File: src/rtl/dma_bm_status_pkg.sv
package dma_bm_status_pkg;

    localparam int unsigned OFF_W      = 3;
    localparam int unsigned BUS_W      = 32;
    localparam int unsigned STAT_W     = 8;

    localparam logic [OFF_W-1:0] OFF_STATUS = 3'h2;
    localparam logic [OFF_W-1:0] OFF_TABPTR = 3'h4;

    // Bit positions inside the status byte (software decodes these)
    localparam int unsigned POS_DESC_IRQ = 7;
    localparam int unsigned POS_CAP_HI   = 6;
    localparam int unsigned POS_CAP_LO   = 5;
    localparam int unsigned POS_IRQ      = 2;
    localparam int unsigned POS_ERR      = 1;
    localparam int unsigned POS_ACT      = 0;

    localparam int unsigned N_STICKY = 3;

    typedef struct packed {
        logic       desc_irq;
        logic [1:0] cap;
        logic [1:0] rsvd;
        logic       irq;
        logic       err;
        logic       act;
    } status_t;

    typedef struct packed {
        logic start_set;
        logic start_clr;
        logic eot_done;
        logic desc_irq;
        logic bus_abort;
    } dma_evt_t;

    // Position of each sticky flag, indexed by generate lane
    function automatic int unsigned sticky_pos(input int unsigned lane);
        case (lane)
            0:       return POS_DESC_IRQ;
            1:       return POS_IRQ;
            default: return POS_ERR;
        endcase
    endfunction

    // A write of 1 to a given position of the status byte
    function automatic logic one_written(input logic we,
                                         input logic [STAT_W-1:0] data,
                                         input int unsigned pos);
        return we && data[pos];
    endfunction

endpackage

File: src/rtl/dma_bm_irq_edge.sv
module dma_bm_irq_edge (
    input  logic clk,
    input  logic rst,
    input  logic line_i,
    output logic rise_o
);
    logic line_q;

    always_ff @(posedge clk) begin
        if (rst) line_q <= 1'b0;
        else     line_q <= line_i;
    end

    assign rise_o = line_i && !line_q;
endmodule

File: src/rtl/dma_bm_sticky.sv
module dma_bm_sticky (
    input  logic clk,
    input  logic rst,
    input  logic set_i,
    input  logic clr_i,
    output logic flag_o
);
    always_ff @(posedge clk) begin
        if (rst)        flag_o <= 1'b0;
        else if (set_i) flag_o <= 1'b1;
        else if (clr_i) flag_o <= 1'b0;
    end
endmodule

File: src/rtl/dma_bm_active.sv
module dma_bm_active (
    input  logic clk,
    input  logic rst,
    input  logic go_i,
    input  logic stop_i,
    input  logic finish_i,
    output logic busy_o
);
    always_ff @(posedge clk) begin
        if (rst)                    busy_o <= 1'b0;
        else if (go_i)              busy_o <= 1'b1;
        else if (stop_i || finish_i) busy_o <= 1'b0;
    end
endmodule

File: src/rtl/dma_bm_status.sv
module dma_bm_status
    import dma_bm_status_pkg::*;
#(
    parameter int unsigned ADDR_W  = OFF_W,
    parameter int unsigned DATA_W  = BUS_W,
    parameter int unsigned ALIGN_B = 2
) (
    input  logic              clk,
    input  logic              rst,
    input  logic [ADDR_W-1:0] reg_off,
    input  logic              wr_en,
    input  logic [DATA_W-1:0] wr_data,
    output logic [DATA_W-1:0] rd_data,
    input  logic              ev_start_set,
    input  logic              ev_start_clr,
    input  logic              ev_eot_done,
    input  logic              ev_desc_irq,
    input  logic              ev_bus_abort,
    input  logic              dev_irq
);
    localparam int unsigned PTR_HI = DATA_W - 1;

    dma_evt_t             evt;
    status_t              status_q;
    logic                 irq_rise;
    logic                 wr_stat;
    logic                 wr_ptr;
    logic [STAT_W-1:0]    wbyte;
    logic [N_STICKY-1:0]  sticky_set;
    logic [N_STICKY-1:0]  sticky_q;
    logic [1:0]           cap_q;
    logic                 act_q;
    logic [PTR_HI:ALIGN_B] ptr_q;

    assign evt = '{start_set: ev_start_set, start_clr: ev_start_clr,
                   eot_done: ev_eot_done, desc_irq: ev_desc_irq,
                   bus_abort: ev_bus_abort};

    assign wr_stat = wr_en && (reg_off == ADDR_W'(OFF_STATUS));
    assign wr_ptr  = wr_en && (reg_off == ADDR_W'(OFF_TABPTR));
    assign wbyte   = wr_data[STAT_W-1:0];

    dma_bm_irq_edge u_edge (
        .clk    (clk),
        .rst    (rst),
        .line_i (dev_irq),
        .rise_o (irq_rise)
    );

    // Set sources in lane order: descriptor irq, device irq, error
    assign sticky_set = {evt.bus_abort, irq_rise, evt.desc_irq};

    generate
        for (genvar g = 0; g < N_STICKY; g++) begin : g_sticky
            dma_bm_sticky u_flag (
                .clk    (clk),
                .rst    (rst),
                .set_i  (sticky_set[g]),
                .clr_i  (one_written(wr_stat, wbyte, sticky_pos(g))),
                .flag_o (sticky_q[g])
            );
        end
    endgenerate

    dma_bm_active u_act (
        .clk      (clk),
        .rst      (rst),
        .go_i     (evt.start_set),
        .stop_i   (evt.start_clr),
        .finish_i (evt.eot_done),
        .busy_o   (act_q)
    );

    always_ff @(posedge clk) begin
        if (rst) begin
            cap_q <= '0;
            ptr_q <= '0;
        end else begin
            if (wr_stat) cap_q <= {wbyte[POS_CAP_HI], wbyte[POS_CAP_LO]};
            if (wr_ptr)  ptr_q <= wr_data[PTR_HI:ALIGN_B];
        end
    end

    always_comb begin
        status_q          = '0;
        status_q.desc_irq = sticky_q[0];
        status_q.irq      = sticky_q[1];
        status_q.err      = sticky_q[2];
        status_q.cap      = cap_q;
        status_q.act      = act_q;
    end

    always_comb begin
        rd_data = '0;
        if (reg_off == ADDR_W'(OFF_STATUS))
            rd_data[STAT_W-1:0] = status_q;
        else if (reg_off == ADDR_W'(OFF_TABPTR))
            rd_data = {ptr_q, {ALIGN_B{1'b0}}};
    end
endmodule

File: config.mk
export PLATFORM = sky130hd
export DESIGN_NAME = dma_bm_status
export DESIGN_NICKNAME = d
export VERILOG_FILES = /design/src/rtl/dma_bm_status_pkg.sv /design/src/rtl/dma_bm_irq_edge.sv /design/src/rtl/dma_bm_sticky.sv /design/src/rtl/dma_bm_active.sv /design/src/rtl/dma_bm_status.sv
export SDC_FILE = /design/constraint.sdc
export NUM_CORES = 1
export LEC_CHECK = 0
export BUFFER_PORTS_ARGS = -buffer_cell sky130_fd_sc_hd__buf_2
export CORE_MARGIN = 5
export CORE_UTILIZATION = 36
export DETAILED_ROUTE_END_ITERATION = 8
export GPL_TIMING_DRIVEN = 0
export SETUP_SLACK_MARGIN = 0.5
export SYNTH_ARGS = -nofsm -noshare
export SYNTH_HDL_FRONTEND = slang
export SYNTH_SLANG_ARGS = --single-unit
File: constraint.sdc
create_clock -name clk -period 3.15 [get_ports clk]
set_input_delay 0.63 -clock clk [delete_from_list [all_inputs] [get_ports clk]]
set_output_delay 0.63 -clock clk [all_outputs]
set_load 0.02 [all_outputs]
==> run summary, run 1 <==
outcome = completed
first-pass GRT wire length = 6906 um
reg2reg end = g_sticky[0].u_flag.flag_o
Worst-Skew Late Latency = 280 ps
Clock transition at path regs = 70 ps
Port Buffer Count = 73
antenna cells = 0
Period Utilization, post-route = 76.89%
Leak = 0.0009573 uW
Post-Synthesis Net Count = 247
CTS H-tree depth = 2
DIE HEIGHT = 76.10 um
share of cells above drive strength 1 = 31.45%
Yosys reg bits = 37
nets = 327
Buf/Inv on CP = 3
Mapped Area = 1573 um2
gr usage total = 14.38%
Setup crit start kind = primary input
DP HPWL = 3012 um
DRT Pass-1 Iters = 4
CTS hold repair buffers = 0
Arr. time, crit path = 1790 ps
CTS tree = built
total CTS buffers = 5
worst setup path endpoint = rd_data[13]
vias = 1,527
Max Freq = 412.9 MHz
1st-iter DRT viols = 60
RD Place Congestion = 0.6953
max cap viols = 0
final hold violation count = 0
Row Count = 24
CTS max path bufs = 2
# clock sinks = 37
crit path from = reg_off[2]
min-delay worst type = register to register
Pins Over Slew Limit = 0
Synth cell types = 20
crit path time final = 2422 ps
Post-CTS Setup Inserts = 0
die area = 5790 um2
CP Cell Sequence = buf_2 -> nor2b_2 -> and2b_2 -> buf_2 -> and2_1 -> buf_2
Setup TNS = 0 ps
Critical Path Stages = 6
average vias per placed instance = 4.558
# IOs = 76
pin count of the biggest net entering global routing = 11
Final ANT Viol Nets = 0
vias in the first global route = 1,481
initial antenna violation count = 0
Final setup viols = 0
post-CTS sizing = 0
clk root buf = clkbuf_8
worst slew pin tran = 533.5 ps
Crit. End Element = output port
CP delay by family, top = simple AND/OR/NAND/NOR gates
VDD IR-drop max = 0.0002319 V
Crit Path Class = primary input to output port
grt ovf = 0
synthesized instance count = 203
crit path max-delay cell type = and2b_2
RSZ-0062 raised after global routing = false
R2R Setup Slk = 2460 ps
Reg2Reg Depth = 2
DRC violations left = 0
Layout area overhead = 32.86%
core area = 4294 um2
Max FO, Critical Path = 10
synthesized area per cell = 7.748 um2
Max stage delay on crit path = 260 ps
total wire length = 4027 um
post-synthesis sequential area ratio = 47.10%
hold slack final = 449.1 ps
relative slew slack = 64.44%
most frequent CP cell = buf_2
FF-to-FF Start = g_sticky[0].u_flag.flag_o
Placed Cells = 328
WL/cell = 12.02 um
Clock Skews = 0.08107 ps
Syn. warnings = 0
fin cells = 335
Cell Pwr Density = 427.1 nW/um2
Required @ worst endpoint = 2520 ps
Starting Density = 36.63%
chip width = 76.10 um
==> cells in the mapped netlist <==
library cell  instances  area [um2]
nor2_1                8       30.03
nand2b_1              1       6.260
nor2b_2               1       8.760
and2_1               26       162.7
inv_1                 3       11.26
nor2b_1               2       12.51
clkbuf_1              5       18.77
buf_4                 3       22.52
a311oi_1              2       17.52
dfxtp_1              37       740.7
a22oi_1               4       30.03
and2b_2               1       8.760
and3b_1               2       17.52
nand2_1              64       240.2
buf_1                 2       7.510
o21ai_0               1       5.000
and4bb_2              2       25.02
buf_2                 3       15.01
nand4bb_1             2       22.52
a21oi_1              34       170.2
==> final cells by class <==
cell class	instances	area (um2)
sequential	37	740.7
buffer	13	63.81
multi-input combinational	150	757.0
fill	437	2205
tap	52	65.06
inverter	3	11.26
timing repair buffer	73	365.4
clock buffer	7	86.33
==> tightest hold or removal path: stages, from the launching register on <==
cell     delay, ps
dfxtp_1        300
nand2_1         50
a21oi_1         50
==> worst min-delay path by stage <==
stage / end / depth (start not counted) / slack, ps / from
floorplan: ptr_q[10] / 2 / 430 / ptr_q[10]
global placement: ptr_q[16] / 2 / 440 / ptr_q[16]
detailed placement: ptr_q[24] / 2 / 440 / ptr_q[24]
CTS: ptr_q[24] / 2 / 450 / ptr_q[24]
global route: ptr_q[3] / 2 / 460 / ptr_q[3]
finish: ptr_q[30] / 2 / 450 / ptr_q[30]
==> sequential cells by signal, indices dropped and copies added, names as in the netlist <==
signal,cells
ptr_q,30
g_sticky.u_flag.flag_o,3
cap_q,2
u_act.busy_o,1
u_edge.line_q,1
==> metal layers <==
layer  vias up  track usage [%]  part of all wire [%]
li1        814                -                     -
met1       655            17.55                    47
met2        56            22.77                    45
met3         2            5.674                   7.5
met4         0            5.245                  0.94
met5         -                0                     0
==> stage by stage <==
stage | util (%) | setup slack (ps) | instance area, um2 | power (uW)
5_1_grt | 48.66 | 567.5 | 2090 | 940.8
2_1_floorplan | - | 1121 | 1573 | 536.9
4_1_cts | 48.66 | 683.5 | 2090 | 910.4
3_5_place_dp | 46.65 | 685.3 | 2003 | 579.6
6_report | 48.66 | 728.1 | 2090 | 892.4
3_3_place_gp | 46.65 | 682.8 | 2003 | 579.1
==> logic make-up (layout without fill, tap and decap cells) <==
| group | after synthesis | after routing | synth area share (%) |
|---|---|---|---|
| buffers and inverters | 16 | 96 | 4.773 |
| DFF | 37 | 37 | 47.10 |
| AOI/OAI and AO/OA | 41 | 41 | 14.16 |
| and+or+nand+nor | 109 | 109 | 33.97 |
==> layout by cell type, fill, tap and decap left out <==
cell type,count
and2b_2,1
a22oi_1,4
inv_1,3
buf_2,76
clkbuf_1,6
dfxtp_1,37
buf_4,3
o21ai_0,1
clkbuf_8,6
buf_1,2
nand4bb_1,2
and4bb_2,2
nor2_1,8
a21oi_1,34
and3b_1,2
nand2b_1,1
nor2b_2,1
nor2b_1,2
a311oi_1,2
nand2_1,64
and2_1,26
==> report_power, final <==
group          total [uW]  switching [uW]  internal (uW)  leakage [uW]
sequential            486            5.09            481      0.000301
clock                 324             151            173     0.0000443
combinational        82.2            44.8           37.5      0.000612
total                 892             201            692      0.000957
Note: power is estimated with default switching activity, not from simulation.
==> inputs of run 2 (changes only) <==
==> constraint.sdc (replaced) <==
create_clock -name clk -period 2.4 [get_ports clk]
set_input_delay 0.48 -clock clk [delete_from_list [all_inputs] [get_ports clk]]
set_output_delay 0.48 -clock clk [all_outputs]
set_load 0.02 [all_outputs]
==> run summary, run 2 (same netlist as run 1, synthesis figures left out) <==
outcome = completed
core area = 4294 um2
min-delay worst type = primary input to register
die area = 5790 um2
Leak = 0.001039 uW
chip width = 76.10 um
Final setup viols = 0
VDD IR-drop max = 0.0003086 V
Period Utilization, post-route = 79.17%
Setup crit start kind = primary input
Placement Setup Slack = 235.3 ps
reg2reg end = g_sticky[0].u_flag.flag_o
vias in the first global route = 1,489
Port Buffer Count = 73
Worst-Skew Late Latency = 280 ps
DP HPWL = 3012 um
RSZ-0062 raised after global routing = true
Max Freq = 526.3 MHz
# clock sinks = 37
relative slew slack = 65.02%
worst slew pin tran = 524.7 ps
total CTS buffers = 5
Layout area overhead = 48.93%
Arr. time, crit path = 1420 ps
highest-count cells in the layout ignoring fill and taps = 64 x nand2_1, 52 x buf_2, 37 x dfxtp_1
CTS max path bufs = 2
Top Registers = ptr_q x30, g_sticky.u_flag.flag_o x3, cap_q x2
final hold violation count = 0
DIE HEIGHT = 76.10 um
1st-iter DRT viols = 62
WL/cell = 12.76 um
Final Power = 1199 uW
Crit Path Class = primary input to output port
gr usage total = 14.48%
Clock transition at path regs = 70 ps
crit path time final = 1900 ps
Pins Over Slew Limit = 0
# IOs = 76
Final ANT Viol Nets = 0
grt ovf = 0
R2R Setup Slk = 1710 ps
hold path startpoint = wr_data[1]
Worst Hold Endpoint = g_sticky[2].u_flag.flag_o
Clock Skews = 0.08629 ps
Final WS setup = 499.8 ps
CTS tree = built
pin count of the biggest net entering global routing = 11
antenna cells = 0
Crit. End Element = output port
Starting Density = 36.63%
average vias per placed instance = 4.718
nets = 333
Cell Pwr Density = 511.8 nW/um2
Reg2Reg Depth = 2
max FFs per register = 30
Max FO, Critical Path = 6
first-pass GRT wire length = 6934 um
Row Count = 24
Setup TNS = 0 ps
FF-to-FF Start = g_sticky[0].u_flag.flag_o
total wire length = 4350 um
RD Place Congestion = 0.6953
vias = 1,609
clk root buf = clkbuf_8
Required @ worst endpoint = 1920 ps
CTS H-tree depth = 2
DRC violations left = 0
register name with the most flops = ptr_q
WHS Path Cells = 2
DRT Pass-1 Iters = 4
initial antenna violation count = 0
share of cells above drive strength 1 = 38.75%
most common cell after layout, fill and taps aside = nand2_1
max cap viols = 0
-- run 2: changes by cell type in the layout (fill, tap and decap cells not counted), sizes merged --
cell,change
buf,+6
-- run 2: through the flow --
step / std cells / util, % / area (um2) / hold slack [ps]
3_3_place_gp: 328 / 46.65 / 2003 / 437.7
3_5_place_dp: 328 / 46.65 / 2003 / 443.0
6_report: 341 / 54.55 / 2342 / 392.6
2_1_floorplan: 203 / - / 1573 / 431.7
5_1_grt: 341 / 54.55 / 2342 / 378.5
4_1_cts: 339 / 49.97 / 2146 / 383.1
-- run 2: power by group --
part / switching (uW) / internal [uW]
registers: 7.26 / 631
logic: 64.6 / 64.5
clock network: 204 / 228
-- run 2: what timing repair did --
action,4_1_cts,5_1_grt
endpoints found under the setup margin,32,28
setup buffers,4,0
pin swaps,0,2
gates resized for setup,8,62
hold buffers,0,0
cloned,0,2
-- run 2: critical path, cell delays in order --
cell	delay, ps
buf_6	90
buf_6	100
and2b_4	320
buf_6	140
and2_1	130
buf_2	160
-- run 2: layout make-up --
type / count / area (um2)
Buffer: 13 / 82.58
Clock buffer: 7 / 86.33
Fill cell: 421 / 1952
Inverter: 3 / 11.26
Multi-Input combinational cell: 150 / 810.8
Sequential cell: 37 / 740.7
Tap cell: 52 / 65.06
Timing Repair Buffer: 79 / 545.5
-- run 2: per-layer routing --
| metal | vias up | wire length [um] | track usage [%] |
|---|---|---|---|
| met1 | 713 | 1932 | 17.84 |
| li1 | 831 | - | - |
| met2 | 59 | 2032 | 22.77 |
| met5 | - | 0 | 0 |
| met3 | 6 | 318 | 5.674 |
| met4 | 0 | 65 | 5.245 |
-- run 2: how the worst max path moves through the flow --
stage                        to       start  slack (ps)  depth (start not counted)
finish              rd_data[24]  reg_off[0]         500                          6
detailed placement  rd_data[13]  reg_off[2]         240                          6
global route        rd_data[24]  reg_off[0]         450                          6
floorplan           rd_data[11]  reg_off[0]         670                          4
CTS                 rd_data[13]  reg_off[2]         500                          6
global placement    rd_data[13]  reg_off[2]         230                          6
